`config.mk`:
```
export PLATFORM = sky130hd
export DESIGN_NAME = stair_nlm
export DESIGN_NICKNAME = d
export VERILOG_FILES = /design/src/rtl/nlm_pkg.sv /design/src/rtl/nlm_thr_reg.sv /design/src/rtl/nlm_quant.sv /design/src/rtl/nlm_cell_drv.sv /design/src/rtl/stair_nlm.sv
export SDC_FILE = /design/constraint.sdc
export NUM_CORES = 1
export LEC_CHECK = 0
export ABC_AREA = 1
export BUFFER_PORTS_ARGS = -buffer_cell sky130_fd_sc_hd__buf_2
export CELL_PAD_IN_SITES_DETAIL_PLACEMENT = 1
export CELL_PAD_IN_SITES_GLOBAL_PLACEMENT = 2
export CORE_ASPECT_RATIO = 0.5
export CORE_MARGIN = 1
export CORE_UTILIZATION = 28
export DETAILED_ROUTE_END_ITERATION = 16
export GPL_TIMING_DRIVEN = 0
export PLACE_DENSITY = 0.84
export SYNTH_ARGS = -nofsm -noshare
export SYNTH_HDL_FRONTEND = slang
export SYNTH_SLANG_ARGS = --single-unit
```
`constraint.sdc`:
```
create_clock -name clk -period 9.8 [get_ports clk]
set_clock_uncertainty 0.15 [all_clocks]
set_input_delay 0.49 -clock clk [delete_from_list [all_inputs] [get_ports clk]]
set_output_delay 0.49 -clock clk [all_outputs]
set_load 0.02 [all_outputs]
```
`src/rtl/nlm_pkg.sv`:
```
package nlm_pkg;

  localparam int TENTHS_MAX = 10;

  typedef enum logic [1:0] {
    CS_OFF = 2'd0,
    CS_BYP = 2'd1,
    CS_POS = 2'd2,
    CS_NEG = 2'd3
  } cell_state_e;

  // bit0 left-high, bit1 left-low, bit2 right-high, bit3 right-low
  function automatic logic [3:0] leg_drive(cell_state_e s);
    logic [3:0] d;
    case (s)
      CS_POS:  d = 4'b1001;
      CS_NEG:  d = 4'b0110;
      CS_BYP:  d = 4'b0101;
      default: d = 4'b0000;
    endcase
    return d;
  endfunction

  // smallest fraction count f with 10*f >= tenths * 2^frac_w
  function automatic int thr_point(int tenths, int frac_w);
    return ((tenths << frac_w) + 9) / 10;
  endfunction

endpackage

```
`src/rtl/nlm_thr_reg.sv`:
```
module nlm_thr_reg #(
  parameter int FRAC_W  = 10,
  parameter int THR_RST = 5
) (
  input  logic              clk,
  input  logic              rst_n,
  input  logic              smp_en,
  input  logic              thr_wr,
  input  logic [3:0]        thr_val,
  output logic [3:0]        thr_q,
  output logic [FRAC_W:0]   thr_fix
);
  import nlm_pkg::*;

  logic       load_ok;
  logic [3:0] thr_sat;

  assign load_ok = thr_wr & ~smp_en;
  assign thr_sat = (thr_val > 4'(TENTHS_MAX)) ? 4'(TENTHS_MAX) : thr_val;

  always_ff @(posedge clk) begin
    if (!rst_n)       thr_q <= 4'(THR_RST);
    else if (load_ok) thr_q <= thr_sat;
  end

  assign thr_fix = (FRAC_W+1)'(thr_point(int'(thr_q), FRAC_W));

endmodule

```
`src/rtl/nlm_quant.sv`:
```
module nlm_quant #(
  parameter int NCELL  = 5,
  parameter int REF_W  = 16,
  parameter int FRAC_W = 10,
  parameter int IDX_W  = 4
) (
  input  logic signed [REF_W-1:0] ref_in,
  input  logic [FRAC_W:0]         thr_fix,
  output logic signed [IDX_W-1:0] lvl,
  output logic                    step_up,
  output logic                    clamp_hit
);
  localparam int IP_W = REF_W - FRAC_W;
  localparam int SW   = IP_W + 1;
  localparam logic [SW-1:0] NC_S = SW'(NCELL);

  logic              neg;
  logic [REF_W-1:0]  mag;
  logic [IP_W-1:0]   ipart;
  logic [FRAC_W-1:0] frac;
  logic [SW-1:0]     sum;
  logic [SW-1:0]     sum_c;
  logic [IDX_W-1:0]  idx_u;

  assign neg   = ref_in[REF_W-1];
  assign mag   = neg ? (~ref_in + 1'b1) : ref_in;
  assign ipart = mag[REF_W-1:FRAC_W];
  assign frac  = mag[FRAC_W-1:0];

  assign step_up   = (frac != '0) && ({1'b0, frac} >= thr_fix);
  assign sum       = {1'b0, ipart} + SW'(step_up);
  assign clamp_hit = sum > NC_S;
  assign sum_c     = clamp_hit ? NC_S : sum;
  assign idx_u     = IDX_W'(sum_c);
  assign lvl       = neg ? (~idx_u + 1'b1) : idx_u;

endmodule

```
`src/rtl/nlm_cell_drv.sv`:
```
module nlm_cell_drv #(
  parameter int CELL_IX = 0,
  parameter int IDX_W   = 4
) (
  input  logic signed [IDX_W-1:0] lvl,
  output logic [3:0]              legs
);
  import nlm_pkg::*;

  localparam logic signed [IDX_W-1:0] K = IDX_W'(CELL_IX);

  cell_state_e st;

  always_comb begin
    if (lvl > K)       st = CS_POS;
    else if (lvl < -K) st = CS_NEG;
    else               st = CS_BYP;
  end

  assign legs = leg_drive(st);

endmodule

```
`src/rtl/stair_nlm.sv`:
```
module stair_nlm #(
  parameter int NCELL   = 5,
  parameter int REF_W   = 16,
  parameter int FRAC_W  = 10,
  parameter int THR_RST = 5,
  localparam int IDX_W  = $clog2(NCELL + 1) + 1,
  localparam int G_W    = 4 * NCELL
) (
  input  logic                    clk,
  input  logic                    rst_n,
  input  logic                    smp_en,
  input  logic signed [REF_W-1:0] ref_in,
  input  logic                    thr_wr,
  input  logic [3:0]              thr_val,
  output logic signed [IDX_W-1:0] lvl_idx,
  output logic [G_W-1:0]          gate
);

  logic [3:0]              thr_q;
  logic [FRAC_W:0]         thr_fix;
  logic signed [IDX_W-1:0] lvl_nx;
  logic                    step_up;
  logic                    clamp_hit;
  logic [G_W-1:0]          gate_nx;

  nlm_thr_reg #(.FRAC_W(FRAC_W), .THR_RST(THR_RST)) u_thr (
    .clk(clk), .rst_n(rst_n), .smp_en(smp_en), .thr_wr(thr_wr),
    .thr_val(thr_val), .thr_q(thr_q), .thr_fix(thr_fix)
  );

  nlm_quant #(.NCELL(NCELL), .REF_W(REF_W), .FRAC_W(FRAC_W), .IDX_W(IDX_W)) u_quant (
    .ref_in(ref_in), .thr_fix(thr_fix), .lvl(lvl_nx),
    .step_up(step_up), .clamp_hit(clamp_hit)
  );

  for (genvar k = 0; k < NCELL; k++) begin : g_cell
    nlm_cell_drv #(.CELL_IX(k), .IDX_W(IDX_W)) u_drv (
      .lvl(lvl_nx), .legs(gate_nx[4*k +: 4])
    );
  end

  always_ff @(posedge clk) begin
    if (!rst_n) begin
      lvl_idx <= '0;
      gate    <= '0;
    end else if (smp_en) begin
      lvl_idx <= lvl_nx;
      gate    <= gate_nx;
    end
  end

endmodule

```
==> run_results.csv, run 1 <==
group,metric,value,unit
sta,finalCritPeriodShare,97.4,%
setup_path,cp.required,9.87,ns
die,initial_utilization,28.7,%
synth,synth_top_family_by_area,"simple AND/OR/NAND/NOR gates",
sta,relSlewSlack,53.5,%
setup_path,critPathLaunchType,"flip-flop",
run_status,outcome,"complete, no violations",
finish,final_common_cell,"nand2_1",
die,core_area,11800,sq um
setup_path,worstSetupEndpointType,"flip-flop",
setup_path,cp.arrival,9.62,ns
clocking,cts_buffers,3,
global_route,grt_use_total,17.8,%
drt,routedWlPerCell,13.7,um
synth,synth-async-reset-ratio,0,%
sta,period_minus_slack,9.55,ns
global_route,grt_max_degree,17,
clocking,cts_tree,"yes",
finish,nNetsFinal,762,
drt,drt_pass1_iterations,4,
flow_run,cap_violations,0,
clocking,numClockSinks,27,
sta,fmax,105,MHz
synth,ys_types,44,
synth,synth_edf_count,0,
synth,yosys_register_bits,27,
synth,synth-seq-area-share,15.9,%
sta,holdWs,0.331,ns
clocking,cts.clk_slew.worst_paths,0.07,ns
synth,yosys_warnings,0,
sta,rsz0062_at_grt,"true",
drt,drc,0,
finish,syn2layout_area_growth,60.3,%
drt,routed_wl,12000,um
clocking,clock_path_buffers,2,
clocking,root_buffer,"clkbuf_16",
setup_path,worst_path_largest_cell_delay,0.35,ns
synth,synth_compound_gate_area_share,12.2,%
placement,dpl-instance-area,3880,sq um
global_route,grt_pass1_vias,4114,
setup_path,crit_type,"reg -> reg",
finish,antenna_cells,0,
setup_path,crit_fanout,7,
drt,vias_per_cell,4.73,
sta,setup_tns,0,ns
finish,final_cell_mix,"nand2_1, buf_4, inv_1",
sta,finalMaxSlewViolations,0,
synth,synthAdderAreaFrac,9.93,%
drt,via_count,4138,
synth,synth_flop_cell,"dfxtp_1",
synth,synth_mux_area_share,0,%
setup_path,cpMostUsedCell,"nand2_2",
die,die_y,79.9,um
pwr,p_per_area,178,nW/um^2
synth,synthXorXnorAreaFrac,4.38,%
synth,avgSynthCellArea,6.03,sq um
pwr,leakagePower,2.78,nW
placement,hpwlAfterDp,7670,um
synth,netlist_instances,564,
setup_path,cp_slowest_cell,"dfxtp_4",
sta,setup-violations-final,0,
synth,synth.largest_area_cell,"nand2_1",
drt,drt_iter0_drc,69,
synth,yosys.area_share.simple,44.7,%
placement,portBuffers,45,
clocking,clk_latency,0.26,ns
placement,place_congestion,0.765,
die,die_w,158,um
global_route,grt_overflow,0,
clocking,h-tree-depth,1,
finish,final_area,5450,sq um
min_path,hp-class,"reg -> reg",
synth,synth_area,3400,sq um
finish,drive_gt1_share,47.2,%
sta,hold_viol,0,
pwr,ir_drop,0.0853,mV
die,ioPinCount,48,
die,rows,28,
synth,syn-num-nets,615,
global_route,grt_first_pass_wirelength,18500,um
synth,synth_top_area_share,16.2,%
sta,worst_slew_pin_slew,0.698,ns
die,die_area,12600,sq um
drt,postRouteAntennaNets,0,
synth,ys_top_cells_by_area,"nand2_1, dfxtp_1, inv_1",
global_route,antenna_found_initial,0,
clocking,hold_buffers,0,
[power by group]
group | switching (mW) | internal (mW) | leakage (nW)
registers | 0.00765 | 0.120 | 0.225
logic | 0.429 | 0.317 | 2.52
clock network | 0.0408 | 0.0556 | 0.0371
[cells by family after synthesis]
group                    count (synthesis)
flip-flops                              27
XOR/XNOR                                17
buffers and inverters                  112
AND/OR/NAND/NOR                        314
adder cells (fa/ha/maj)                 27
AO/OA/AOI/OAI                           67
[sequential cells by signal (all words and copies together), names as in the netlist]
signal / cells
lvl_idx: 4
u_thr.thr_q: 4
gate: 19
[cell usage after synthesis (4+ instances only)]
cell type and n:
o211ai_1 7, nand4_1 10, nor3_1 9, a21oi_1 20, nor2_2 6, ha_1 27
xnor2_1 6, clkbuf_1 6, nor2_1 50, xor2_1 11, nor4_1 5, nand3_1 44
nor2_4 7, inv_2 4, dfxtp_1 27, nand3_2 4, inv_1 98, nand2_1 147
o21ai_0 17, o21bai_1 4, nand2_2 19
[routing by layer]
layer	vias to the layer above	part of all wire [%]	global-route usage [%]
li1	2096	-	-
met1	1981	44	21.7
met2	46	53	33.8
met3	15	1.8	1.14
met4	0	1.1	4.08
met5	-	0	0
[final timing paths]
path,startpoint,to,cells after the start,slack (ns)
max reg2reg,u_thr.thr_q[2]$_SDFFE_PN1P_,gate[2]$_SDFFE_PN0P_,79,0.25
max,u_thr.thr_q[2]$_SDFFE_PN1P_,gate[2]$_SDFFE_PN0P_,79,0.25
min,gate[5]$_SDFFE_PN0P_,gate[5]$_SDFFE_PN0P_,2,0.33
min reg2reg,gate[5]$_SDFFE_PN0P_,gate[5]$_SDFFE_PN0P_,2,0.33
[critical path, delay by kind of cell, from the launching register on]
kind	cells	cell delay, ns
AO/OA/AOI/OAI	17	1.91
XOR/XNOR	2	0.42
adder cells (fa/ha/maj)	9	1.87
buffers and inverters	18	1.56
flip-flops	1	0.35
AND/OR/NAND/NOR	33	3.20
[final cells by class]
cell class	count	area, sq um
Tap cell	165	206
Timing Repair Buffer	142	1010
Buffer	10	63.8
Fill cell	1567	6390
Sequential cell	27	552
Clock inverter	1	7.51
Multi-Input combinational cell	425	3140
Clock buffer	3	75.1
Inverter	102	400
[per-stage QoR]
| stage | instances | setup slack [ns] | utilization (%) | total power [mW] |
|---|---|---|---|---|
| floorplan | 564 | 0.0130 | - | 0.504 |
| global placement | 774 | -1.35 | 32.7 | 0.589 |
| detailed placement | 774 | -1.57 | 32.7 | 0.601 |
| CTS | 841 | 0.00841 | 40.5 | 0.841 |
| global route | 875 | -0.418 | 46.0 | 1.05 |
| finish | 875 | 0.255 | 46.0 | 0.969 |
[timing repair]
action	4_1_cts	5_1_grt
gates resized for setup	95	112
endpoints found under the setup margin	23	22
pin swaps	61	90
hold endpoints to repair	0	0
buffers inserted	63	40
Note: power is estimated with default switching activity, not from simulation.
==> inputs of run 2 (changes only) <==
--- a/config.mk
+++ b/config.mk
@@ -14,2 +14,3 @@
 export CORE_UTILIZATION = 28
+export CTS_BUF_LIST = sky130_fd_sc_hd__clkbuf_4 sky130_fd_sc_hd__clkbuf_8
 export DETAILED_ROUTE_END_ITERATION = 16
--- a/constraint.sdc
+++ b/constraint.sdc
@@ -4,2 +4,2 @@
 set_output_delay 0.49 -clock clk [all_outputs]
-set_load 0.02 [all_outputs]
+set_load 0.01 [all_outputs]
==> run_results.csv, run 2 (synthesis gave the netlist of run 1 again) <==
group,metric,value,unit
run_status,outcome,"complete, no violations",
drt,drc,0,
setup_path,reg2reg_from,"u_thr.thr_q[1]$_SDFFE_PN0P_",
setup_path,crit_type,"reg -> reg",
finish,largest_register_ffs,19,
drt,vias_per_cell,4.72,
finish,nNetsFinal,756,
sta,fmax,104,MHz
global_route,grt_first_pass_wirelength,18100,um
placement,dpl.cell_count,774,
finish,fillers,1554,
global_route,grt_overflow,0,
placement,hpwlAfterDp,7670,um
drt,wl_met2,6150,um
placement,place_congestion,0.765,
clocking,h-tree-depth,1,
finish,largest_register,"gate",
sta,hold_viol,0,
setup_path,worstSetupEndpointType,"flip-flop",
finish,antenna_cells,0,
drt,drt_pass1_iterations,4,
die,die_area,12600,sq um
sta,finalCritPeriodShare,98.5,%
pwr,leakagePower,2.73,nW
finish,stdcell_count,869,
flow_run,cap_violations,0,
die,initial_utilization,28.7,%
setup_path,crit_fanout,7,
drt,routedWlPerCell,13.6,um
placement,dpl-instance-area,3880,sq um
min_path,min_from,"gate[4]$_SDFFE_PN0P_",
placement,portBuffers,45,
setup_path,critPathLaunchType,"flip-flop",
sta,finalMaxSlewViolations,0,
pwr,p_per_area,173,nW/um^2
finish,reg.largest.list,"gate x19, lvl_idx x4, u_thr.thr_q x4",
setup_path,cp.required,9.89,ns
global_route,grt_pass1_vias,4026,
min_path,hp-class,"reg -> reg",
global_route,antenna_found_initial,0,
drt,postRouteAntennaNets,0,
sta,setup-violations-final,0,
clocking,root_buffer,"clkbuf_8",
global_route,grt_use_total,17.3,%
finish,final_area,5340,sq um
clocking,numClockSinks,27,
die,die_w,158,um
finish,final_common_cell,"nand2_1",
clocking,cts_buffers,3,
clocking,clk_latency,0.28,ns
die,rows,28,
sta,worst_slew_pin_slew,0.698,ns
finish,drive_gt1_share,45.6,%
setup_path,cpMostUsedCell,"ha_4",
pwr,ir_drop,0.107,mV
finish,syn2layout_area_growth,57.0,%
clocking,cts_tree,"yes",
finish,register_area,552,sq um
drt,drt_iter0_drc,60,
finish,multiInputGateArea,3120,sq um
drt,routed_wl,11800,um
drt,wl_met1,5330,um
drt,top_layer,"met4",
setup_path,cp.arrival,9.75,ns
setup_path,cp_slowest_cell,"dfxtp_4",
die,core_area,11800,sq um
sta,period_minus_slack,9.66,ns
drt,dr_wl_met3,234,um
sta,relSlewSlack,53.5,%
finish,final_cell_mix,"nand2_1, buf_4, inv_1",
clocking,cts.clk_slew.worst_paths,0.10,ns
setup_path,crit_path_start,"u_thr.thr_q[1]$_SDFFE_PN0P_",
setup_path,worst_path_largest_cell_delay,0.36,ns
clocking,clock_path_buffers,2,
clocking,hold_buffers,0,
sta,rsz0062_at_grt,"true",
global_route,grt_max_degree,17,
die,ioPinCount,48,
drt,via_count,4104,
die,die_y,79.9,um
-- run 2: changes by cell type in the layout (fill, tap and decap cells not counted), moves of 3 or more --
cell,delta
nor2_2,-4
nand2_2,-3
nand2_1,+5
clkbuf_8,+3
clkbuf_16,-3
buf_4,-4
-- run 2: area by class of cell --
| type | instances | area share, % |
|---|---|---|
| Clock inverter | 1 | 0.141 |
| Tap cell | 165 | 3.86 |
| Timing Repair Buffer | 136 | 17.9 |
| Buffer | 10 | 1.19 |
| Clock buffer | 3 | 0.773 |
| Sequential cell | 27 | 10.3 |
| Multi-Input combinational cell | 425 | 58.3 |
| Inverter | 102 | 7.45 |
-- run 2: worst paths after layout --
check                              end  slack, ns  depth (start not counted)
setup / recovery  gate[2]$_SDFFE_PN0P_       0.14                         77
hold / removal    gate[4]$_SDFFE_PN0P_       0.32                          2
setup reg to reg  gate[2]$_SDFFE_PN0P_       0.14                         77
hold reg to reg   gate[4]$_SDFFE_PN0P_       0.32                          2
-- run 2: worst max-delay path, delay by kind of cell, from the launching register on --
kind | cells | cell delay, ns
compound gates | 18 | 2.05
xor+xnor | 2 | 0.44
fa+ha+maj | 11 | 2.19
buf+inv | 18 | 1.36
flops | 1 | 0.36
simple gates | 28 | 3.03
-- run 2: what timing repair did --
action / 4_1_cts / 5_1_grt
resized for setup: 89 / 108
setup endpoints to repair: 23 / 22
buffers inserted: 58 / 37
pin swaps: 49 / 78
-- run 2: routing by layer --
metal  GRT usage (%)  up-vias
li1                -     2086
met1            21.3     1961
met5               0        -
met4            3.50        0
met2            33.0       44
met3            1.09       13
-- run 2: report_power, final --
| part | switching [mW] | total (mW) | leakage, nW | internal (mW) |
|---|---|---|---|---|
| Sequential | 0.00747 | 0.127 | 0.225 | 0.120 |
| Clock | 0.0374 | 0.0664 | 0.0217 | 0.0289 |
| Combinational | 0.423 | 0.730 | 2.49 | 0.307 |
-- run 2: per-stage QoR --
stage	setup TNS (ns)	hold slack, ns	setup slack, ns	util (%)	power, mW
after floorplan	0	0.340	0.0130	-	0.497
after global placement	-21.66	0.310	-1.35	32.7	0.582
after detailed placement	-26.78	0.306	-1.57	32.7	0.594
after CTS	0	0.317	0.0103	39.7	0.792
after global routing	-7.56	0.344	-0.591	45.1	1.01
final	0	0.319	0.144	45.1	0.923
==> inputs of run 3 (changes only) <==
CORE_MARGIN = 2   (was 1)
==> run_results.csv, run 3 (synthesis gave the netlist of run 1 again) <==
group,metric,value,unit
sta,rsz0062_at_grt,"true",
sta,relSlewSlack,57.8,%
global_route,grt_overflow,0,
drt,drt_iter0_drc,72,
drt,drc,0,
clocking,h-tree-depth,1,
setup_path,cp.required,9.89,ns
drt,routedWlPerCell,13.6,um
setup_path,crit_fanout,7,
global_route,grt_use_total,16.3,%
min_path,hold-path-endpoint,"u_thr.thr_q[2]$_SDFFE_PN1P_",
finish,final_cell_mix,"nand2_1, buf_4, inv_1",
global_route,grt_pass1_vias,3979,
pwr,leakagePower,2.72,nW
drt,vias_per_cell,4.67,
placement,portBuffers,45,
setup_path,reg2reg_from,"u_thr.thr_q[1]$_SDFFE_PN0P_",
setup_path,worst_r2r_path_depth,78,
setup_path,cpMostUsedCell,"ha_4",
finish,largest_register,"gate",
finish,fillers,1581,
sta,worst_slew_pin_slew,0.632,ns
pwr,p_total,0.923,mW
min_path,hold_path_depth,3,
die,rows,28,
placement,pre_cts_ws,-1.55,ns
sta,finalCritPeriodShare,96.7,%
setup_path,worst_path_largest_cell_delay,0.36,ns
finish,largest_register_ffs,19,
sta,layout_setup_ws,0.322,ns
flow_run,cap_violations,0,
run_status,outcome,"complete, no violations",
die,initial_utilization,28.7,%
min_path,min_from,"thr_val[2]",
placement,place_congestion,0.767,
sta,hold_viol,0,
die,die_y,81.9,um
global_route,antenna_found_initial,0,
clocking,root_buffer,"clkbuf_8",
setup_path,cp.arrival,9.57,ns
pwr,ir_drop,0.0829,mV
setup_path,cp_slowest_cell,"dfxtp_4",
global_route,grt_first_pass_wirelength,18100,um
drt,routed_wl,11800,um
setup_path,crit_type,"reg -> reg",
finish,antenna_cells,0,
drt,via_count,4039,
setup_path,rrSetupSlack,0.32,ns
sta,period_minus_slack,9.48,ns
finish,nNetsFinal,751,
sta,fmax,106,MHz
die,die_area,13100,sq um
setup_path,critPathLaunchType,"flip-flop",
clocking,hold_buffers,0,
clocking,cts.clk_slew.worst_paths,0.10,ns
drt,drt_pass1_iterations,4,
die,ioPinCount,48,
clocking,cts_buffers,3,
finish,final_common_cell,"nand2_1",
drt,postRouteAntennaNets,0,
clocking,cts_tree,"yes",
sta,finalMaxSlewViolations,0,
pwr,p_per_area,174,nW/um^2
finish,syn2layout_area_growth,56.3,%
die,die_w,160,um
setup_path,r2r_end,"gate[2]$_SDFFE_PN0P_",
sta,setup-violations-final,0,
sta,setup_tns,0,ns
clocking,clock_path_buffers,2,
placement,hpwlAfterDp,7670,um
setup_path,worstSetupEndpointType,"flip-flop",
clocking,clk_latency,0.27,ns
finish,reg.largest.list,"gate x19, lvl_idx x4, u_thr.thr_q x4",
finish,drive_gt1_share,45.4,%
min_path,hp-class,"in -> reg",
die,core_area,11800,sq um
clocking,numClockSinks,27,
global_route,grt_max_degree,17,
## run 3: cell types whose count changed in the layout (fill, tap and decap cells not counted), moves of 2 or more
cell / before / now
buf_4: 82 / 77
nor2_1: 37 / 39
nand2_1: 108 / 104
nand2_2: 44 / 48
## run 3: worst max path at each step
| stage | start | to |
|---|---|---|
| 3_3_place_gp | u_thr.thr_q[1]$_SDFFE_PN0P_ | gate[2]$_SDFFE_PN0P_ |
| 3_5_place_dp | u_thr.thr_q[1]$_SDFFE_PN0P_ | gate[2]$_SDFFE_PN0P_ |
| 2_1_floorplan | u_thr.thr_q[1]$_SDFFE_PN0P_ | gate[2]$_SDFFE_PN0P_ |
| 4_1_cts | u_thr.thr_q[2]$_SDFFE_PN1P_ | gate[2]$_SDFFE_PN0P_ |
| 6_report | u_thr.thr_q[1]$_SDFFE_PN0P_ | gate[2]$_SDFFE_PN0P_ |
| 5_1_grt | u_thr.thr_q[1]$_SDFFE_PN0P_ | gate[2]$_SDFFE_PN0P_ |
## run 3: repair_timing
| action | in CTS | in global routing |
|---|---|---|
| gates cloned | 0 | 0 |
| endpoints found under the setup margin | 23 | 23 |
| buffers inserted | 56 | 32 |
| pin swaps | 55 | 80 |
| gates resized for setup | 85 | 114 |
| endpoints found under the hold margin | 0 | 0 |
## run 3: routing by layer
metal  GRT usage [%]  share of wire [%]  up-vias
met5               0                  0        -
met4            1.89               0.49        0
met3            1.16                1.7        8
met2            31.8                 51       47
met1            20.5                 46     1916
li1                -                  -     2068
## run 3: worst max-delay path, delay by kind of cell, from the launching register on
family	cells	cell delay [ns]
fa+ha+maj	11	2.32
buf+inv	17	1.20
xor+xnor	1	0.18
flops	1	0.36
compound gates	19	2.18
simple gates	30	3.03
## run 3: cell type report
type / instances / area, sq um / share of cell area, %
Timing Repair Buffer: 131 / 930 / 17.5
Tap cell: 165 / 206 / 3.88
Sequential cell: 27 / 552 / 10.4
Multi-Input combinational cell: 425 / 3120 / 58.6
Clock buffer: 3 / 41.3 / 0.776
Clock inverter: 1 / 7.51 / 0.141
Inverter: 102 / 400 / 7.53
Buffer: 10 / 63.8 / 1.20
## run 3: where the power goes
| group | internal [mW] | switching, mW |
|---|---|---|
| sequential | 0.120 | 0.00775 |
| clock | 0.0289 | 0.0376 |
| combinational | 0.311 | 0.419 |
| total | 0.459 | 0.464 |
## run 3: metrics by stage
step                instance area, sq um  hold WS [ns]  cells  utilization (%)
CTS                                 4660         0.319    834             39.3
global route                        5320         0.350    864             44.9
global placement                    3880         0.310    774             32.7
detailed placement                  3880         0.319    774             32.7
finish                              5320         0.314    864             44.9
floorplan                           3440         0.340    564                -
